File: config.mk
export PLATFORM = sky130hd
export DESIGN_NAME = iso_zlp_responder
export DESIGN_NICKNAME = d
export VERILOG_FILES = /design/src/rtl/iso_zlp_pkg.sv /design/src/rtl/iso_zlp_ppm_norm.sv /design/src/rtl/iso_zlp_slot_ctr.sv /design/src/rtl/iso_zlp_pid_sel.sv /design/src/rtl/iso_zlp_responder.sv
export SDC_FILE = /design/constraint.sdc
export NUM_CORES = 1
export LEC_CHECK = 0
export BUFFER_PORTS_ARGS = -buffer_cell sky130_fd_sc_hd__buf_2
export CAP_MARGIN = 20
export CORE_AREA = 10 10 47 49
export CTS_BUF_LIST = sky130_fd_sc_hd__clkbuf_2
export DETAILED_ROUTE_END_ITERATION = 16
export DIE_AREA = 0 0 57 59
export PLACE_DENSITY = 0.48
export SYNTH_ARGS = -nofsm -noshare
export SYNTH_HDL_FRONTEND = slang
export SYNTH_HIERARCHICAL = 1
export SYNTH_SLANG_ARGS = --single-unit
export TNS_END_PERCENT = 50
File: constraint.sdc
create_clock -name clk -period 1.6 [get_ports clk]
set_input_delay 0.08 -clock clk [delete_from_list [all_inputs] [get_ports clk]]
set_output_delay 0.08 -clock clk [all_outputs]
set_load 0.03 [all_outputs]
File: src/rtl/iso_zlp_pkg.sv
package iso_zlp_pkg;

  // Data PID codes handed to the packet transmitter
  typedef enum logic [1:0] {
    PID_D0 = 2'b00,
    PID_D1 = 2'b01,
    PID_D2 = 2'b10
  } dpid_e;

endpackage

File: src/rtl/iso_zlp_ppm_norm.sv
// Turns the configured count into an effective count of 1..MAX_PPM.
module iso_zlp_ppm_norm #(
  parameter int PPM_W   = 2,
  parameter int MAX_PPM = 3,
  localparam int IDX_W  = $clog2(MAX_PPM + 1)
) (
  input  logic [PPM_W-1:0] ppm_cfg_i,
  output logic [IDX_W-1:0] n_eff_o
);

  always_comb begin
    if (ppm_cfg_i == '0)
      n_eff_o = IDX_W'(1);                 // zero means one packet
    else if (int'(ppm_cfg_i) > MAX_PPM)
      n_eff_o = IDX_W'(MAX_PPM);
    else
      n_eff_o = IDX_W'(ppm_cfg_i);
  end

endmodule

File: src/rtl/iso_zlp_slot_ctr.sv
// Packet index inside the current microframe.
module iso_zlp_slot_ctr #(
  parameter int MAX_PPM = 3,
  localparam int IDX_W  = $clog2(MAX_PPM + 1)
) (
  input  logic             clk,
  input  logic             rst_n,
  input  logic             uframe_start_i,
  input  logic             advance_i,
  input  logic             close_i,
  input  logic [IDX_W-1:0] close_val_i,
  output logic [IDX_W-1:0] idx_o
);

  logic [IDX_W-1:0] idx_q;
  logic [IDX_W-1:0] idx_d;

  // a microframe start takes effect in the cycle it arrives
  assign idx_o = uframe_start_i ? '0 : idx_q;

  always_comb begin
    if (close_i)
      idx_d = close_val_i;
    else if (advance_i)
      idx_d = idx_o + IDX_W'(1);
    else
      idx_d = idx_o;
  end

  always_ff @(posedge clk) begin
    if (!rst_n)
      idx_q <= '0;
    else
      idx_q <= idx_d;
  end

  // a start strobe with nothing answered leaves the index at zero
  p_idx_restart_r6: assert property (@(posedge clk) disable iff (!rst_n)
    (uframe_start_i && !advance_i && !close_i) |=> (idx_q == '0));

  // the index never runs past the largest count
  p_idx_bound_r7: assert property (@(posedge clk) disable iff (!rst_n)
    int'(idx_q) <= MAX_PPM);

endmodule

File: src/rtl/iso_zlp_pid_sel.sv
// Picks the data PID for the packet at the current index.
module iso_zlp_pid_sel
  import iso_zlp_pkg::*;
#(
  parameter int MAX_PPM = 3,
  localparam int IDX_W  = $clog2(MAX_PPM + 1)
) (
  input  logic [IDX_W-1:0] n_eff_i,
  input  logic [IDX_W-1:0] idx_i,
  input  logic             force_d0_i,
  output dpid_e            pid_o
);

  logic [IDX_W-1:0] remaining;

  // packets still to come after this one
  assign remaining = n_eff_i - idx_i - IDX_W'(1);

  always_comb begin
    if (force_d0_i)
      pid_o = PID_D0;
    else
      pid_o = dpid_e'(2'(remaining));
  end

endmodule

File: src/rtl/iso_zlp_responder.sv
module iso_zlp_responder
  import iso_zlp_pkg::*;
#(
  parameter int PPM_W   = 2,
  parameter int MAX_PPM = 3
) (
  input  logic             clk,
  input  logic             rst_n,
  input  logic             uframe_start_i,
  input  logic             in_tok_i,
  input  logic             pkt_rdy_i,
  input  logic [PPM_W-1:0] ppm_cfg_i,
  input  logic             auto_adj_i,
  output logic             send_data_o,
  output logic             send_zlp_o,
  output logic [1:0]       pid_o
);

  localparam int IDX_W = $clog2(MAX_PPM + 1);

  logic [IDX_W-1:0] n_eff;
  logic [IDX_W-1:0] idx;
  logic             accept;
  logic             early_close;
  dpid_e            pid_sel;

  iso_zlp_ppm_norm #(.PPM_W(PPM_W), .MAX_PPM(MAX_PPM)) u_norm (
    .ppm_cfg_i (ppm_cfg_i),
    .n_eff_o   (n_eff)
  );

  iso_zlp_slot_ctr #(.MAX_PPM(MAX_PPM)) u_slot (
    .clk            (clk),
    .rst_n          (rst_n),
    .uframe_start_i (uframe_start_i),
    .advance_i      (accept),
    .close_i        (early_close),
    .close_val_i    (n_eff),
    .idx_o          (idx)
  );

  // a token is answered only while slots remain in this microframe
  assign accept      = in_tok_i && (idx < n_eff);
  assign early_close = accept && auto_adj_i && !pkt_rdy_i;

  iso_zlp_pid_sel #(.MAX_PPM(MAX_PPM)) u_pid (
    .n_eff_i    (n_eff),
    .idx_i      (idx),
    .force_d0_i (early_close),
    .pid_o      (pid_sel)
  );

  always_ff @(posedge clk) begin
    if (!rst_n) begin
      send_data_o <= 1'b0;
      send_zlp_o  <= 1'b0;
      pid_o       <= PID_D0;
    end else begin
      send_data_o <= accept && pkt_rdy_i;
      send_zlp_o  <= accept && !pkt_rdy_i;
      if (accept)
        pid_o <= pid_sel;
    end
  end

  // at most one command per cycle
  p_single_cmd_r10: assert property (@(posedge clk) disable iff (!rst_n)
    !(send_data_o && send_zlp_o));

  // a data command follows a cycle with a packet buffered
  p_data_has_pkt_r2: assert property (@(posedge clk) disable iff (!rst_n)
    send_data_o |-> $past(pkt_rdy_i));

  // a zero-length command follows a cycle with an empty buffer
  p_zlp_empty_r3: assert property (@(posedge clk) disable iff (!rst_n)
    send_zlp_o |-> !$past(pkt_rdy_i));

  // no command without a token the cycle before
  p_cmd_needs_tok_r7: assert property (@(posedge clk) disable iff (!rst_n)
    (send_data_o || send_zlp_o) |-> $past(in_tok_i));

  // a token on a microframe start with a packet buffered is always served
  p_start_tok_served_r6: assert property (@(posedge clk) disable iff (!rst_n)
    (uframe_start_i && in_tok_i && pkt_rdy_i) |=> send_data_o);

  // in auto-adjust mode a zero-length answer carries DATA0
  p_auto_zlp_d0_r9: assert property (@(posedge clk) disable iff (!rst_n)
    (send_zlp_o && $past(auto_adj_i)) |-> (pid_o == PID_D0));

endmodule

==> flow_summary_export.csv <==
group,metric,value,unit
status,run_status,"completed",
power,p_leak,0.234,nW
critical_path,reg2reg_from,"u_slot/idx_q[1]$_SDFF_PN0_",
sta,rsz0062_at_grt,"no",
clocking,cts_tree,"yes",
placed_design,place_inst,66,
floorplanning,core,1400,µm²
min_path,hold_depth,2,
sta,tightest_slew,0.186,ns
logic_synthesis,synth_common_cells,"6 x dfxtp_1, 6 x nand2_1, 3 x inv_1",
power,p_total,0.000377,W
sta,maxSlewViolCount,0,
logic_synthesis,netlist_top_cells_area,"dfxtp_1 32%, nand2b_4 7.4%, ha_1 6.7%",
critical_path,worstRegToRegCells,7,
route,viasPerCell,4.23,
sta,final.period_utilization,0.927,
layout,diodes,0,
sta,finalHoldViolCount,0,
placed_design,hpwlAfterDp,615,µm
placed_design,place_area,450,µm²
route,wl_per_cell,11.4,µm
min_path,hold_path_end,"send_data_o$_SDFF_PN0_",
critical_path,path_class,"flip-flop to flip-flop",
sta,tns,0,ns
logic_synthesis,yosysSeqAreaShare,0.323,
route,totalWireLength,790,µm
critical_path,cp_max_fo,5,
logic_synthesis,ys_ff_latch,6,
sta,maxSlewHeadroom,0.876,
route,drtAntennaViolNets,0,
layout,stdcell_area,474,µm²
placed_design,gp_congestion,0.727,
critical_path,r2r_end,"u_slot/idx_q[0]$_SDFF_PN0_",
clocking,clockBufferDepth,2,
route,drc,0,
logic_synthesis,synth.top_cell.area_share,0.323,
layout,nets,65,
critical_path,cp_data_required_time,1.72,ns
floorplanning,die_area,3360,µm²
critical_path,cp-end-kind,"flip-flop",
clocking,htree_levels,1,
global_routing,grt_max_degree,10,
floorplanning,initial_core_util,0.265,
logic_synthesis,synthCells,39,
min_path,hp-class,"input port to flip-flop",
power,irDropWorstVdd,0.000267,V
sta,clock_skew,0.000509,ns
global_routing,grt_pass1_wl,1340,µm
sta,period_minus_slack,1.48,ns
global_routing,first_global_vias,331,
critical_path,critPathArrivalTime,1.61,ns
critical_path,start_kind,"flip-flop",
min_path,hp-start,"pkt_rdy_i",
logic_synthesis,synth_cell_types,20,
critical_path,regToRegSetupSlack,0.12,ns
floorplanning,rows,14,
logic_synthesis,ys_warn_count,6,
floorplanning,pin_count,12,
logic_synthesis,async_flop_share,0,
global_routing,grtUsageTotal,0.0524,
clocking,cts_root_buf,"clkbuf_2",
floorplanning,fp.dieH,59,µm
sta,fmax,674,MHz
power,cellPowerDensity,794,nW/µm²
placed_design,io_buffers,11,
route,dr.first_iter.drc_count,4,
layout,layout.cells.non_filler,69,
route,vias,292,
logic_synthesis,synthFlopType,"dfxtp_1",
layout,layout-drive-gt1-share,0.396,
logic_synthesis,synth_area_leader_cell,"dfxtp_1",
clocking,clk-insertion-delay-late,0.23,ns
logic_synthesis,avgSynthCellArea,9.53,µm²
floorplanning,dieWidth,57,µm
layout,final_core_util,0.338,
logic_synthesis,syn_nets,49,
clocking,numCtsBuffers,3,
run,maxCapViolCount,0,
layout,synthToLayoutAreaGrowth,27.6,%
route,firstDrtPassIters,2,
global_routing,grt.overflow.total,0,
global_routing,antenna_found_initial,0,
logic_synthesis,syn-cell-area,372,µm²
logic_synthesis,synth_edf_count,0,
clocking,cts-hold-fix-buffers,0,
sta,setup_violations,0,
clocking,cts.sinks,6,
clocking,cts.clk_slew.worst_paths,0.06,ns
## routing by layer
metal / track usage / share of wire / vias to the layer above / wire, µm
met4: 0.0604 / 0.044 / 0 / 35
met5: 0 / 0 / - / 0
met2: 0.0605 / 0.34 / 14 / 272
met3: 0.0300 / 0.11 / 5 / 83
met1: 0.0598 / 0.51 / 118 / 399
li1: - / - / 155 / -
## layout make-up
cell class	count	area, µm²
multi-input combinational	29	245
sequential	6	120
clock buffer	3	15.0
tap	16	20.0
fill	163	927
inverter	3	11.3
timing repair buffer	12	62.6
## sequential cells by signal, indices dropped and copies added, names as in the netlist
register,cells
send_data_o,1
pid_o,2
u_slot/idx_q,2
send_zlp_o,1
## timing repair
| action | CTS | global route |
|---|---|---|
| endpoints found under the setup margin | 0 | 4 |
| buffers inserted | 0 | 0 |
| endpoints found under the hold margin | 0 | 0 |
| gates resized for setup | 0 | 3 |
## worst max-delay path by stage
stage	start	end	slack, ns	cells past startpoint
after global routing	u_slot/idx_q[1]$_SDFF_PN0_	u_slot/idx_q[1]$_SDFF_PN0_	0.01	7
after detailed placement	u_slot/idx_q[1]$_SDFF_PN0_	u_slot/idx_q[0]$_SDFF_PN0_	0.01	7
after floorplan	u_slot/idx_q[1]$_SDFF_PN0_	u_slot/idx_q[0]$_SDFF_PN0_	0.05	7
after CTS	u_slot/idx_q[1]$_SDFF_PN0_	u_slot/idx_q[0]$_SDFF_PN0_	0.009	7
final	u_slot/idx_q[1]$_SDFF_PN0_	u_slot/idx_q[0]$_SDFF_PN0_	0.12	7
after global placement	u_slot/idx_q[1]$_SDFF_PN0_	u_slot/idx_q[0]$_SDFF_PN0_	0.07	7
## worst max-delay path, stage by stage (launching register included)
cell and delay (ns):
dfxtp_1 0.34, nor2b_4 0.15, ha_1 0.26, a21oi_4 0.14, and3b_2 0.24, inv_1 0.06
o21ai_0 0.14, a21oi_1 0.05
## power breakdown
part           internal [W]  leakage (nW)  switching (W)
logic             0.0000483         0.173      0.0000524
clock network     0.0000509        0.0125      0.0000608
registers          0.000160        0.0492     0.00000453
## metrics by stage
stage | hold WS (ns) | setup slack [ns]
2_1_floorplan | 0.218 | 0.0472
3_3_place_gp | 0.344 | 0.0726
3_5_place_dp | 0.335 | 0.0122
4_1_cts | 0.0944 | 0.00862
5_1_grt | 0.0996 | 0.0129
6_report | 0.103 | 0.116
## cells in the final DEF (no fill, tap or decap)
cell and instances:
buf_2 11, nand2_1 6, dfxtp_1 6, inv_1 3
clkbuf_2 3, nand2b_4 2, mux2i_1 2, ha_1 2
nor2_1 2, nor2b_4 2, o21ai_0 2, a21oi_4 1
and3b_2 1, and3_1 1, and3b_1 1, buf_4 1
nand2b_1 1, nor2b_1 1, xor3_1 1, xnor2_1 1
a21oi_1 1, xor2_1 1, nand3_1 1
## logic make-up (layout without fill, tap and decap cells)
family	after synthesis	after routing	share of synthesized area
buffers and inverters	4	18	0.0404
adders and majority gates	2	2	0.0673
muxes	2	2	0.0539
AOI/OAI and AO/OA	4	4	0.0842
xor gates and xnor gates	3	3	0.111
DFF	6	6	0.323
and+or+nand+nor	18	18	0.320
Power figures use the tool's default switching activity.
